<file path="config.mk">
export PLATFORM = sky130hd
export DESIGN_NAME = usb_ctrl_stage_tracker
export DESIGN_NICKNAME = d
export VERILOG_FILES = /design/src/rtl/ctl_stage_pkg.sv /design/src/rtl/ctl_stage_fsm.sv /design/src/rtl/ctl_irq_bit.sv /design/src/rtl/ctl_irq_status.sv /design/src/rtl/usb_ctrl_stage_tracker.sv
export SDC_FILE = /design/constraint.sdc
export NUM_CORES = 1
export LEC_CHECK = 0
export ABC_AREA = 1
export CAP_MARGIN = 5
export CORE_ASPECT_RATIO = 0.9
export CORE_MARGIN = 2
export CORE_UTILIZATION = 45
export DETAILED_ROUTE_END_ITERATION = 10
export GPL_TIMING_DRIVEN = 0
export PLACE_DENSITY = 0.83
export SYNTH_ARGS = -nofsm -noshare
export SYNTH_HDL_FRONTEND = slang
export SYNTH_HIERARCHICAL = 1
export SYNTH_SLANG_ARGS = --single-unit
</file>
<file path="constraint.sdc">
create_clock -name clk_i -period 2.6 [get_ports clk_i]
set_input_delay 0.52 -clock clk_i [delete_from_list [all_inputs] [get_ports clk_i]]
set_output_delay 0.52 -clock clk_i [all_outputs]
set_load 0.005 [all_outputs]
</file>
<file path="src/rtl/ctl_stage_pkg.sv">
package ctl_stage_pkg;
  localparam int STAGE_W = 3;
  localparam int NUM_IRQ = 5;

  localparam int IRQ_SETUP  = 0;
  localparam int IRQ_RD_ST  = 1;
  localparam int IRQ_WR_ST  = 2;
  localparam int IRQ_DONE   = 3;
  localparam int IRQ_SEQERR = 4;

  typedef enum logic [STAGE_W-1:0] {
    ST_IDLE   = 3'b000,
    ST_RD_DAT = 3'b001,
    ST_RD_STS = 3'b010,
    ST_WR_DAT = 3'b011,
    ST_WR_STS = 3'b100,
    ST_ND_STS = 3'b101,
    ST_SEQERR = 3'b110
  } stage_e;

  typedef struct packed {
    logic setup;
    logic in_tok;
    logic out_tok;
    logic ack_tx;
    logic ack_rx;
    logic err;
  } pkt_ev_t;
endpackage

</file>
<file path="src/rtl/ctl_stage_fsm.sv">
module ctl_stage_fsm
  import ctl_stage_pkg::*;
(
  input  logic               clk_i,
  input  logic               rst_ni,
  input  pkt_ev_t            ev_i,
  input  logic               dir_in_i,
  input  logic               has_data_i,
  output stage_e             stage_o,
  output logic [NUM_IRQ-1:0] evt_o
);
  stage_e stage_q, stage_d;

  always_comb begin
    stage_d = stage_q;
    evt_o   = '0;
    if (ev_i.setup) begin
      stage_d = ST_IDLE;
    end else begin
      unique case (stage_q)
        ST_IDLE: if (ev_i.ack_tx) begin
          evt_o[IRQ_SETUP] = 1'b1;
          if (!has_data_i)   stage_d = ST_ND_STS;
          else if (dir_in_i) stage_d = ST_RD_DAT;
          else               stage_d = ST_WR_DAT;
        end
        ST_RD_DAT: begin
          if (ev_i.err) begin
            stage_d = ST_SEQERR;
            evt_o[IRQ_SEQERR] = 1'b1;
          end else if (ev_i.out_tok) begin
            stage_d = ST_RD_STS;
            evt_o[IRQ_RD_ST] = 1'b1;
          end
        end
        ST_RD_STS: begin
          // IN token is not legal once the read status stage begins
          if (ev_i.err || ev_i.in_tok) begin
            stage_d = ST_SEQERR;
            evt_o[IRQ_SEQERR] = 1'b1;
          end else if (ev_i.ack_tx) begin
            stage_d = ST_IDLE;
            evt_o[IRQ_DONE] = 1'b1;
          end
        end
        ST_WR_DAT: begin
          if (ev_i.err) begin
            stage_d = ST_SEQERR;
            evt_o[IRQ_SEQERR] = 1'b1;
          end else if (ev_i.in_tok) begin
            stage_d = ST_WR_STS;
            evt_o[IRQ_WR_ST] = 1'b1;
          end
        end
        ST_WR_STS, ST_ND_STS: begin
          if (ev_i.err) begin
            stage_d = ST_SEQERR;
            evt_o[IRQ_SEQERR] = 1'b1;
          end else if (ev_i.ack_rx) begin
            stage_d = ST_IDLE;
            evt_o[IRQ_DONE] = 1'b1;
          end
        end
        ST_SEQERR: stage_d = ST_SEQERR;
        default:   stage_d = ST_IDLE;
      endcase
    end
  end

  always_ff @(posedge clk_i or negedge rst_ni) begin
    if (!rst_ni) stage_q <= ST_IDLE;
    else         stage_q <= stage_d;
  end

  assign stage_o = stage_q;
endmodule

</file>
<file path="src/rtl/ctl_irq_bit.sv">
module ctl_irq_bit #(
  parameter bit HOLD = 1'b0
) (
  input  logic clk_i,
  input  logic rst_ni,
  input  logic set_i,
  input  logic clr_i,
  output logic sts_o
);
  logic sts_q, pend_q, release_w;

  generate
    if (HOLD) begin : g_hold
      always_ff @(posedge clk_i or negedge rst_ni) begin
        if (!rst_ni)                         pend_q <= 1'b0;
        else if (set_i && sts_q && !clr_i)   pend_q <= 1'b1;
        else if (pend_q && !sts_q)           pend_q <= 1'b0;
      end
    end else begin : g_plain
      assign pend_q = 1'b0;
    end
  endgenerate

  assign release_w = pend_q & ~sts_q;

  always_ff @(posedge clk_i or negedge rst_ni) begin
    if (!rst_ni) sts_q <= 1'b0;
    else         sts_q <= set_i | release_w | (sts_q & ~clr_i);
  end

  assign sts_o = sts_q;
endmodule

</file>
<file path="src/rtl/ctl_irq_status.sv">
module ctl_irq_status
  import ctl_stage_pkg::*;
#(
  parameter bit SETUP_HOLD = 1'b1
) (
  input  logic               clk_i,
  input  logic               rst_ni,
  input  logic [NUM_IRQ-1:0] evt_i,
  input  logic [NUM_IRQ-1:0] clr_i,
  input  logic [NUM_IRQ-1:0] en_i,
  output logic [NUM_IRQ-1:0] sts_o,
  output logic               irq_o
);
  generate
    for (genvar k = 0; k < NUM_IRQ; k++) begin : g_bit
      ctl_irq_bit #(
        .HOLD ((k == IRQ_SETUP) && SETUP_HOLD)
      ) u_bit (
        .clk_i (clk_i),
        .rst_ni(rst_ni),
        .set_i (evt_i[k]),
        .clr_i (clr_i[k]),
        .sts_o (sts_o[k])
      );
    end
  endgenerate

  assign irq_o = |(sts_o & en_i);
endmodule

</file>
<file path="src/rtl/usb_ctrl_stage_tracker.sv">
module usb_ctrl_stage_tracker
  import ctl_stage_pkg::*;
#(
  parameter bit SETUP_HOLD = 1'b1
) (
  input  logic               clk_i,
  input  logic               rst_ni,
  input  logic               setup_tok_i,
  input  logic               in_tok_i,
  input  logic               out_tok_i,
  input  logic               ack_tx_i,
  input  logic               ack_rx_i,
  input  logic               err_i,
  input  logic               dir_in_i,
  input  logic               has_data_i,
  input  logic [NUM_IRQ-1:0] irq_clr_i,
  input  logic [NUM_IRQ-1:0] irq_en_i,
  output logic [STAGE_W-1:0] stage_o,
  output logic [NUM_IRQ-1:0] irq_status_o,
  output logic               irq_o
);
  pkt_ev_t            ev;
  stage_e             stage;
  logic [NUM_IRQ-1:0] evt;

  assign ev = '{setup: setup_tok_i, in_tok: in_tok_i, out_tok: out_tok_i,
                ack_tx: ack_tx_i, ack_rx: ack_rx_i, err: err_i};

  ctl_stage_fsm u_fsm (
    .clk_i     (clk_i),
    .rst_ni    (rst_ni),
    .ev_i      (ev),
    .dir_in_i  (dir_in_i),
    .has_data_i(has_data_i),
    .stage_o   (stage),
    .evt_o     (evt)
  );

  ctl_irq_status #(.SETUP_HOLD(SETUP_HOLD)) u_sts (
    .clk_i (clk_i),
    .rst_ni(rst_ni),
    .evt_i (evt),
    .clr_i (irq_clr_i),
    .en_i  (irq_en_i),
    .sts_o (irq_status_o),
    .irq_o (irq_o)
  );

  assign stage_o = stage;
endmodule

</file>
==> results_dict.tcl <==
set metrics [dict create \
    maxSlewHeadroom 0.723 \
    clk_path_buf_depth 2 \
    wl_met2_um 853 \
    nFillCells 142 \
    slowest_delay_ns 0.50 \
    htree_num_levels 1 \
    root_buffer "clkbuf_4" \
    post-route-period-util 0.842 \
    first_pass_iters 4 \
    grt_usage 0.194 \
    start_util 0.481 \
    cts_resized 0 \
    finalInstanceArea_sq_um 1020 \
    synth_area_leader_cell "dfrtp_1" \
    grt-ovfl-total 0 \
    place_hpwl_um 1420 \
    criticalPathCategory "input port to primary output" \
    tightest_slew_ns 0.415 \
    hold_viol_final 0 \
    layout_common_cells "nand2_1 (39), clkdlybuf4s50_1 (27), inv_1 (21)" \
    netlist.area_leader.share 0.320 \
    maxSlewViolCount 0 \
    drtAntennaViolNets 0 \
    die_w_um 45.7 \
    clk_pin_slew_ns 0.06 \
    cp_data_arrival_time_ns 1.67 \
    status "finished, final reports clean" \
    r2r_end "u_fsm/stage_o[2]" \
    r2r_cells 9 \
    power_leakage_uw 0.000546 \
    area_growth_pct 44.8 \
    fin_crit_ns 2.19 \
    grt_pass1_wl_um 2760 \
    met1_length_um 710 \
    post_cts_buffers 0 \
    drt_iter0_drc 15 \
    r2r_setup_slack_ns 1.29 \
    final_common_cell "nand2_1" \
    skew_ns 0.00258 \
    power.density_nw_per_um2 743 \
    top_layer "met4" \
    path_max_fanout 1 \
    crit_slowest_cell "clkdlybuf4s50_1" \
    die-area_sq_um 1900 \
    crit_top_cell "nand2_1" \
    ys_warn_count 6 \
    syn_nets 131 \
    yosysUniqueCellTypes 20 \
    placed_cell_area_sq_um 993 \
    n_antenna_cell 0 \
    finalSetupViolations 0 \
    drive_gt1_frac 0.0915 \
    ys_seq_area_frac 0.320 \
    finalNetCount 163 \
    die_h_um 41.5 \
    crit_end "irq_o" \
    grt_pass1_vias 685 \
    ctsHoldBuffers 0 \
    r2r-start "u_fsm/stage_o[1]" \
    ys.flop_type "dfrtp_1" \
    cp-start-kind "input port" \
    synth_cells 111 \
    maxCapViolations 0 \
    path_cells "clkdlybuf4s50_1 > nand2_1 > nand2_1 > nor2_1 > nand2_1 > clkdlybuf4s50_1" \
    ios 29 \
    grt_max_degree 11 \
    max_freq_ghz 0.457 \
    viasPerCell 5.01 \
    syn_area_sq_um 704 \
    met3_length_um 118 \
    wl_per_cell_um 10.8 \
    avgSynthCellArea_sq_um 6.35 \
    synth-seq-cells 9 \
    fin_tns_setup_ns 0 \
    multi_input_area_sq_um 345 \
    wl_um 1690 \
    fp.coreArea_sq_um 1460 \
    vias 786 \
    io_buffers 27 \
    numCtsBuffers 3 \
    cp.required_ns 2.08 \
    rsz0062_at_grt "no" \
    hp-class "register to register" \
    crit_start "irq_en_i[1]" \
    holdWs_ns 0.499 \
    end_kind "primary output" \
    cts_sinks 9 \
    insertion_delay_ns 0.25 \
    rows 13 \
    regArea_sq_um 225 \
    gp_congestion 0.880 \
    drt_drc_violations_left 0 \
    synth-edff-count 0 \
    cts_tree "done" \
    synth_area_leaders "dfrtp_1 (32%), nand2_1 (21%), inv_1 (11%)" \
    async_flop_share 1.00 \
    antenna_found_initial 0 \
    vdd_drop_max_v 0.000397 \
]
[flip-flops by register name, indices dropped and copies added, names as in the netlist]
register,cells
u_sts/g_bit.u_bit/sts_o,5
u_fsm/stage_o,3
u_sts/g_bit.u_bit/pend_q,1
[per-stage QoR]
step,power [uW],setup WS (ns),cells,util
3_5_place_dp,653,0.403,153,0.679
4_1_cts,764,0.402,157,0.697
5_1_grt,830,0.355,157,0.697
6_report,757,0.411,157,0.697
3_3_place_gp,637,0.424,153,0.679
2_1_floorplan,471,1.32,111,-
[worst min-delay path by stage]
stage	slack [ns]	from	cells after the start	endpoint
6_report	0.50	u_sts/g_bit[3].u_bit/sts_o	2	u_sts/g_bit[3].u_bit/sts_o
2_1_floorplan	0.22	rst_ni	0	u_fsm/stage_o[0]
4_1_cts	0.51	u_sts/g_bit[1].u_bit/sts_o	2	u_sts/g_bit[1].u_bit/sts_o
3_3_place_gp	0.48	u_sts/g_bit[2].u_bit/sts_o	2	u_sts/g_bit[2].u_bit/sts_o
5_1_grt	0.52	u_sts/g_bit[3].u_bit/sts_o	2	u_sts/g_bit[3].u_bit/sts_o
3_5_place_dp	0.49	u_sts/g_bit[1].u_bit/sts_o	2	u_sts/g_bit[1].u_bit/sts_o
[where the power goes]
group	internal (uW)	leakage, uW	switching, uW	total, uW
Clock	59.0	0.0000150	46.0	105
Combinational	207	0.000410	212	419
Sequential	180	0.000121	53.6	233
Total	446	0.000546	311	757
[metal layers]
metal | GRT usage | vias to the layer above
met3 | 0.0522 | 2
met4 | 0.0571 | 0
met5 | 0 | -
met2 | 0.318 | 33
met1 | 0.245 | 351
li1 | - | 400
[final cells by class]
| class | instances | area share |
|---|---|---|
| Buffer | 2 | 0.0429 |
| Clock buffer | 4 | 0.0258 |
| Inverter | 24 | 0.0883 |
| Multi-Input combinational cell | 76 | 0.339 |
| Sequential cell | 9 | 0.221 |
| Tap cell | 15 | 0.0184 |
| Timing Repair Buffer | 27 | 0.265 |
[cells in the mapped netlist, types with 2 or more instances]
| master | instances |
|---|---|
| nand4_1 | 2 |
| nor2_1 | 14 |
| a21oi_1 | 2 |
| inv_2 | 3 |
| nand3_2 | 2 |
| nand3_1 | 6 |
| dfrtp_1 | 9 |
| inv_1 | 21 |
| nand2_1 | 39 |
| o21ai_0 | 3 |
[cells by family after synthesis]
family,after synthesis,synth area share
buffers and inverters,26,0.190
and+or+nand+nor,69,0.432
AOI/OAI and AO/OA,7,0.0586
DFF,9,0.320
[worst max-delay path, delay by kind of cell]
family,cells,cell delay (ns)
buf+inv,2,0.95
simple gates,4,0.20
No activity file was read; power rests on OpenSTA's default activity.
